--- src/rtl/scl_timer_pkg.sv ---
package scl_timer_pkg;
    localparam int CNT_W = 9;

    typedef enum logic [2:0] {
        PH_IDLE,
        PH_HOLD,
        PH_LOW,
        PH_WAIT_HI,
        PH_HIGH
    } phase_e;

    typedef struct packed {
        phase_e phase;
        logic   drive;
        logic   rise;
        logic   fall;
        logic   lo_seen;
    } fsm_regs_t;
endpackage

--- src/rtl/scl_in_sync.sv ---
module scl_in_sync #(
    parameter int STAGES = 2
) (
    input  logic clk,
    input  logic rst_n,
    input  logic din,
    output logic dout
);
    logic [STAGES-1:0] chain_d, chain_q;

    generate
        if (STAGES == 1) begin : g_one
            always_comb chain_d = din;
        end else begin : g_many
            always_comb chain_d = {chain_q[STAGES-2:0], din};
        end
    endgenerate

    always_ff @(posedge clk or negedge rst_n) begin
        if (!rst_n) chain_q <= '1;
        else        chain_q <= chain_d;
    end

    assign dout = chain_q[STAGES-1];
endmodule

--- src/rtl/scl_phase_counter.sv ---
module scl_phase_counter #(
    parameter int CNT_W = 9,
    parameter int PRE_W = 8
) (
    input  logic             clk,
    input  logic             rst_n,
    input  logic             load,
    input  logic [CNT_W-1:0] load_cnt,
    input  logic [PRE_W-1:0] prescale,
    output logic             expire
);
    typedef struct packed {
        logic [PRE_W-1:0] pre;
        logic [CNT_W-1:0] cnt;
    } cnt_regs_t;

    cnt_regs_t r_d, r_q;
    logic [PRE_W-1:0] pre_top;
    logic [CNT_W-1:0] cnt_top;

    always_comb begin
        pre_top = (prescale == '0) ? '0 : prescale - 1'b1;
        cnt_top = (load_cnt == '0) ? '0 : load_cnt - 1'b1;
        r_d = r_q;
        if (load) begin
            r_d.pre = pre_top;
            r_d.cnt = cnt_top;
        end else if (r_q.pre == '0) begin
            r_d.pre = pre_top;
            if (r_q.cnt != '0) r_d.cnt = r_q.cnt - 1'b1;
        end else begin
            r_d.pre = r_q.pre - 1'b1;
        end
    end

    always_ff @(posedge clk or negedge rst_n) begin
        if (!rst_n) r_q <= '0;
        else        r_q <= r_d;
    end

    assign expire = (r_q.pre == '0) && (r_q.cnt == '0);

    AST_CNT_ONLY_DOWN: assert property (@(posedge clk) disable iff (!rst_n)
        (!$past(load) && $past(r_q.cnt) != '0) |-> (r_q.cnt <= $past(r_q.cnt)))
        else $error("count rose without a load");
endmodule

--- src/rtl/scl_phase_timer.sv ---
module scl_phase_timer
    import scl_timer_pkg::*;
#(
    parameter int PRE_W       = 8,
    parameter int SYNC_STAGES = 2
) (
    input  logic             clk,
    input  logic             rst_n,
    input  logic             enable,
    input  logic [PRE_W-1:0] prescale,
    input  logic [7:0]       low_cnt,
    input  logic             low_cnt_b8,
    input  logic [7:0]       high_cnt,
    input  logic             high_cnt_b8,
    input  logic             phase_req,
    input  logic             scl_in,
    output logic             scl_drive_low,
    output logic             scl_rise_stb,
    output logic             scl_fall_stb
);
    fsm_regs_t        s_d, s_q;
    logic             scl_s;
    logic             expire;
    logic             load;
    logic [CNT_W-1:0] load_val;
    logic [CNT_W-1:0] lo_full, hi_full;

    assign lo_full = {low_cnt_b8, low_cnt};
    assign hi_full = {high_cnt_b8, high_cnt};

    scl_in_sync #(.STAGES(SYNC_STAGES)) u_sync (
        .clk   (clk),
        .rst_n (rst_n),
        .din   (scl_in),
        .dout  (scl_s)
    );

    scl_phase_counter #(.CNT_W(CNT_W), .PRE_W(PRE_W)) u_cnt (
        .clk      (clk),
        .rst_n    (rst_n),
        .load     (load),
        .load_cnt (load_val),
        .prescale (prescale),
        .expire   (expire)
    );

    always_comb begin
        s_d      = s_q;
        s_d.rise = 1'b0;
        s_d.fall = 1'b0;
        load     = 1'b0;
        load_val = hi_full;
        unique case (s_q.phase)
            PH_IDLE: if (phase_req) begin
                s_d.phase = PH_HOLD;
                load      = 1'b1;
            end
            PH_HOLD: if (expire) begin
                s_d.phase = PH_LOW;
                load      = 1'b1;
                load_val  = lo_full;
                s_d.fall  = 1'b1;
            end
            PH_LOW: if (expire) s_d.phase = PH_WAIT_HI;
            PH_WAIT_HI: if (scl_s && s_q.lo_seen) begin
                s_d.phase = PH_HIGH;
                load      = 1'b1;
                s_d.rise  = 1'b1;
            end
            PH_HIGH: if (expire) begin
                if (phase_req) begin
                    s_d.phase = PH_LOW;
                    load      = 1'b1;
                    load_val  = lo_full;
                    s_d.fall  = 1'b1;
                end else begin
                    s_d.phase = PH_IDLE;
                end
            end
            default: s_d.phase = PH_IDLE;
        endcase
        if (!enable) begin
            s_d.phase = PH_IDLE;
            s_d.rise  = 1'b0;
            s_d.fall  = 1'b0;
            load      = 1'b0;
        end
        s_d.drive   = (s_d.phase == PH_LOW);
        s_d.lo_seen = s_d.fall ? 1'b0 : (s_q.lo_seen | ~scl_s);
    end

    always_ff @(posedge clk or negedge rst_n) begin
        if (!rst_n) s_q <= '{phase: PH_IDLE, drive: 1'b0, rise: 1'b0, fall: 1'b0, lo_seen: 1'b0};
        else        s_q <= s_d;
    end

    assign scl_drive_low = s_q.drive;
    assign scl_rise_stb  = s_q.rise;
    assign scl_fall_stb  = s_q.fall;

    AST_STROBE_EXCL: assert property (@(posedge clk) disable iff (!rst_n)
        !(scl_rise_stb && scl_fall_stb))
        else $error("rise and fall strobes together");
    AST_FALL_ONE_CYCLE: assert property (@(posedge clk) disable iff (!rst_n)
        scl_fall_stb |=> !scl_fall_stb)
        else $error("fall strobe longer than one cycle");
    AST_FALL_WITH_DRIVE: assert property (@(posedge clk) disable iff (!rst_n)
        scl_fall_stb |-> scl_drive_low)
        else $error("fall strobe without drive");
    AST_RISE_SENSED: assert property (@(posedge clk) disable iff (!rst_n)
        $rose(scl_rise_stb) |-> $past(scl_s))
        else $error("rise strobe before SCL sensed high");
    AST_DISABLED_RELEASE: assert property (@(posedge clk) disable iff (!rst_n)
        !enable |=> !scl_drive_low)
        else $error("SCL driven while disabled");
endmodule

--- config.mk ---
export PLATFORM = sky130hd
export DESIGN_NAME = scl_phase_timer
export DESIGN_NICKNAME = d
export VERILOG_FILES = /design/src/rtl/scl_timer_pkg.sv /design/src/rtl/scl_in_sync.sv /design/src/rtl/scl_phase_counter.sv /design/src/rtl/scl_phase_timer.sv
export SDC_FILE = /design/constraint.sdc
export NUM_CORES = 1
export LEC_CHECK = 0
export ABC_AREA = 1
export BUFFER_PORTS_ARGS = -buffer_cell sky130_fd_sc_hd__buf_2
export CAP_MARGIN = 10
export CORE_ASPECT_RATIO = 0.9
export CORE_MARGIN = 1
export CORE_UTILIZATION = 60
export CTS_BUF_LIST = sky130_fd_sc_hd__clkbuf_2
export DETAILED_ROUTE_END_ITERATION = 8
export PLACE_DENSITY_LB_ADDON = 0.08
export SYNTH_ARGS = -nofsm -noshare
export SYNTH_HDL_FRONTEND = slang
export SYNTH_SLANG_ARGS = --single-unit
export TNS_END_PERCENT = 100
--- constraint.sdc ---
create_clock -name clk -period 4.3 [get_ports clk]
set_clock_uncertainty 0.15 [all_clocks]
set_input_delay 0.645 -clock clk [delete_from_list [all_inputs] [get_ports clk]]
set_output_delay 0.645 -clock clk [all_outputs]
set_load 0.005 [all_outputs]
==> impl_metrics.json <==
{
  "r2r_slack_ns": 1.71,
  "yosysWarningCount": 0,
  "routed_wirelength_mm": 3.891,
  "clock_path_buffers": 2,
  "power_leakage_nw": 1.139,
  "start_util": 0.6360,
  "worstPathMaxFanout": 15,
  "ys_ff_latch": 26,
  "critPathKind": "reg2reg",
  "dpl-instance-area_um2": 2165,
  "cts_num_sinks": 26,
  "die_area_um2": 3509,
  "num_vias": 1739,
  "power_density_nw_per_um2": 389.6,
  "dp_hpwl_mm": 3.125,
  "setup_tns_ns": 0,
  "rows": 19,
  "ir_drop_mv": 0.2654,
  "finish.net_count": 340,
  "hold_path_class": "in2async",
  "cap_viol_max_count": 0,
  "htree_levels": 1,
  "relSlewSlack": 0.6261,
  "grt_pass1_wl_mm": 6.720,
  "grtUsageTotal": 0.2431,
  "endpoint_kind": "flip-flop",
  "setup_viol": 0,
  "fillerInstances": 281,
  "start_kind": "flip-flop",
  "crit_buf_inv": 3,
  "cts-root-buf": "clkbuf_2",
  "fmax_mhz": 385.8,
  "whs_ns": 0.07585,
  "cts_tree": "done",
  "grt_pass1_vias": 1623,
  "grt_overflow_total": 0,
  "dp_cells": 340,
  "drt-initial-drc-count": 74,
  "worstPathCellList": "inv_1 -> ha_1 -> nand3_2 -> nor2_8 -> nand3_4 -> nand2_1 -> o21ai_1 -> inv_2 -> ha_1 -> nand3_1 -> nor2_2 -> nand2_1 -> nand3_1 -> nand2_1 -> clkinv_1 -> nand2_1 -> a21oi_1",
  "drtAntennaViolNets": 0,
  "period_minus_slack_ns": 2.592,
  "fin_cells": 344,
  "outcome": "finished, final reports clean",
  "arrival_ns": 2.75,
  "stdcell_area_um2": 2210,
  "ys_seq_area_frac": 0.3323,
  "tightest_slew_ns": 0.5608,
  "r2r-start": "u_cnt.r_q[0]",
  "area_growth_pct": 12.41,
  "drv_slew": 0,
  "clk_pin_slew_ns": 0.26,
  "vias_per_cell": 5.055,
  "rsz0062_at_grt": "false",
  "finalHoldViolations": 0,
  "clk_latency_ns": 0.35,
  "max_stage_delay_ns": 0.44,
  "io_buffers": 33,
  "grt_max_degree": 27,
  "cts.repair.resized": 0,
  "r2r_cells": 17,
  "wl_per_cell_um": 11.31,
  "cpMostUsedCell": "nand2_1",
  "first_pass_iters": 4,
  "core_area_um2": 3090,
  "drc": 0,
  "antenna_found_initial": 0,
  "cts_setup_buffers": 0,
  "ios": 34,
  "synth_cell_types": 38,
  "p_total_uw": 860.9,
  "fp.dieW_um": 62.33,
  "antenna_cells": 0,
  "syn_nets": 304,
  "syn_area_per_cell_um2": 7.362,
  "required_ns": 4.46,
  "place_congestion": 0.8266,
  "die_h_um": 56.30,
  "netlist_instances": 267,
  "hold_buffers": 0,
  "crit_family": "simple AND/OR/NAND/NOR gates",
  "fin_crit_sh": 0.6028,
  "r2r-end": "u_cnt.r_q[6]",
  "syn-cell-area_um2": 1966,
  "cts_buffers": 3,
  "crit_slowest_cell": "dfrtp_1",
  "drive_above_1_share": 0.2384
}
==> power breakdown <==
| part | switching [mW] | internal, mW |
|---|---|---|
| combinational | 0.172 | 0.142 |
| clock | 0.0724 | 0.0800 |
| sequential | 0.0746 | 0.319 |
==> worst reg2reg max path, stage by stage, from the launching register on <==
cell and delay [ns]:
dfrtp_1 0.44, inv_1 0.12, ha_1 0.18, nand3_2 0.13, nor2_8 0.19, nand3_4 0.22
nand2_1 0.10, o21ai_1 0.08, inv_2 0.08, ha_1 0.20, nand3_1 0.11, nor2_2 0.16
nand2_1 0.08, nand3_1 0.08, nand2_1 0.05, clkinv_1 0.04, nand2_1 0.04, a21oi_1 0.12
==> cell usage after synthesis <==
master	instances	area, µm²
nand2_1	45	168.9
clkinv_1	2	7.510
mux2_2	1	11.26
nor2_2	6	37.54
xor2_1	8	70.07
nand2_2	8	50.05
o211ai_1	1	7.510
buf_6	1	11.26
o31ai_1	4	30.03
o21ai_0	5	25.02
a21oi_1	19	95.09
nand3_1	14	70.07
dfrtp_1	24	600.6
nor2_8	2	40.04
nand4_1	6	37.54
or2_2	4	25.02
nor2_4	2	22.52
a211oi_1	1	7.510
nor3_1	4	20.02
nand3b_1	1	7.510
o21ai_2	2	17.52
a31oi_1	1	6.260
nand3_2	1	10.01
nor2_1	42	157.7
ha_1	6	75.07
inv_2	4	15.01
nor4_1	1	6.260
xnor2_1	7	61.31
nand3_4	1	17.52
a22oi_1	1	7.510
buf_4	1	7.510
or2_1	1	6.260
or3_1	1	6.260
o21ai_1	3	15.01
nand2_4	2	22.52
dfstp_2	2	52.55
mux2i_1	2	20.02
inv_1	31	116.4
==> worst max path at each step <==
stage                             from            end  slack, ns  cells past startpoint
after floorplan           u_cnt.r_q[0]   u_cnt.r_q[4]       1.97                     16
after global placement       phase_req  u_cnt.r_q[15]       1.67                      9
after detailed placement     phase_req  u_cnt.r_q[15]       1.58                      9
after CTS                 u_cnt.r_q[0]   u_cnt.r_q[6]       1.71                     17
after global routing      u_cnt.r_q[0]   u_cnt.r_q[6]       1.46                     17
final                     u_cnt.r_q[0]   u_cnt.r_q[6]       1.71                     17
==> registers in the layout (all words and copies together) (netlist names) <==
| signal | cells |
|---|---|
| scl_drive_low | 1 |
| s_q | 4 |
| scl_rise_stb | 1 |
| u_sync.chain_q | 2 |
| scl_fall_stb | 1 |
| u_cnt.r_q | 17 |
==> per-layer routing <==
metal	wire (µm)	track usage	share of wire	vias up
li1	-	-	-	930
met1	1827	0.3066	0.47	780
met2	1924	0.4474	0.49	27
met3	119	0.04268	0.031	2
met4	19	0.02990	0.0049	0
met5	0	0	0	-
==> cells by family (layout without fill, tap and decap cells) <==
logic type	count (synthesis)	count (layout)	synth area share
flip-flops	26	26	0.3323
adder cells (fa/ha/maj)	6	6	0.03819
XOR/XNOR	15	15	0.06684
multiplexers	3	3	0.01591
AO/OA/AOI/OAI	37	37	0.1076
buffers and inverters	39	74	0.08020
AND/OR/NAND/NOR	141	141	0.3590
==> layout make-up <==
type | instances | area [µm²] | area share
Tap cell | 42 | 52.55 | 0.02378
Clock buffer | 3 | 15.01 | 0.006795
Clock inverter | 1 | 30.03 | 0.01359
Timing Repair Buffer | 33 | 165.2 | 0.07474
Inverter | 37 | 138.9 | 0.06285
Multi-Input combinational cell | 202 | 1155 | 0.5227
Sequential cell | 26 | 653.1 | 0.2956
==> through the flow <==
step / setup WS [ns] / util
floorplan: 1.973 / -
global placement: 1.665 / 0.7004
detailed placement: 1.581 / 0.7004
CTS: 1.714 / 0.7150
global route: 1.461 / 0.7150
finish: 1.708 / 0.7150
==> placed cells by master (no fill, tap or decap), drive strengths merged <==
master,Yosys,routed
a22oi,1,1
o31ai,4,4
or3,1,1
nand2,55,55
buf,2,33
o211ai,1,1
o21ai,10,10
mux2i,2,2
nand3b,1,1
clkbuf,0,3
nor4,1,1
dfrtp,24,24
inv,35,35
or2,5,5
nor2,52,52
dfstp,2,2
nand3,16,16
a31oi,1,1
ha,6,6
nand4,6,6
a21oi,19,19
xor2,8,8
bufinv,0,1
xnor2,7,7
a211oi,1,1
clkinv,2,2
mux2,1,1
nor3,4,4
No activity file was read; power rests on OpenSTA's default activity.
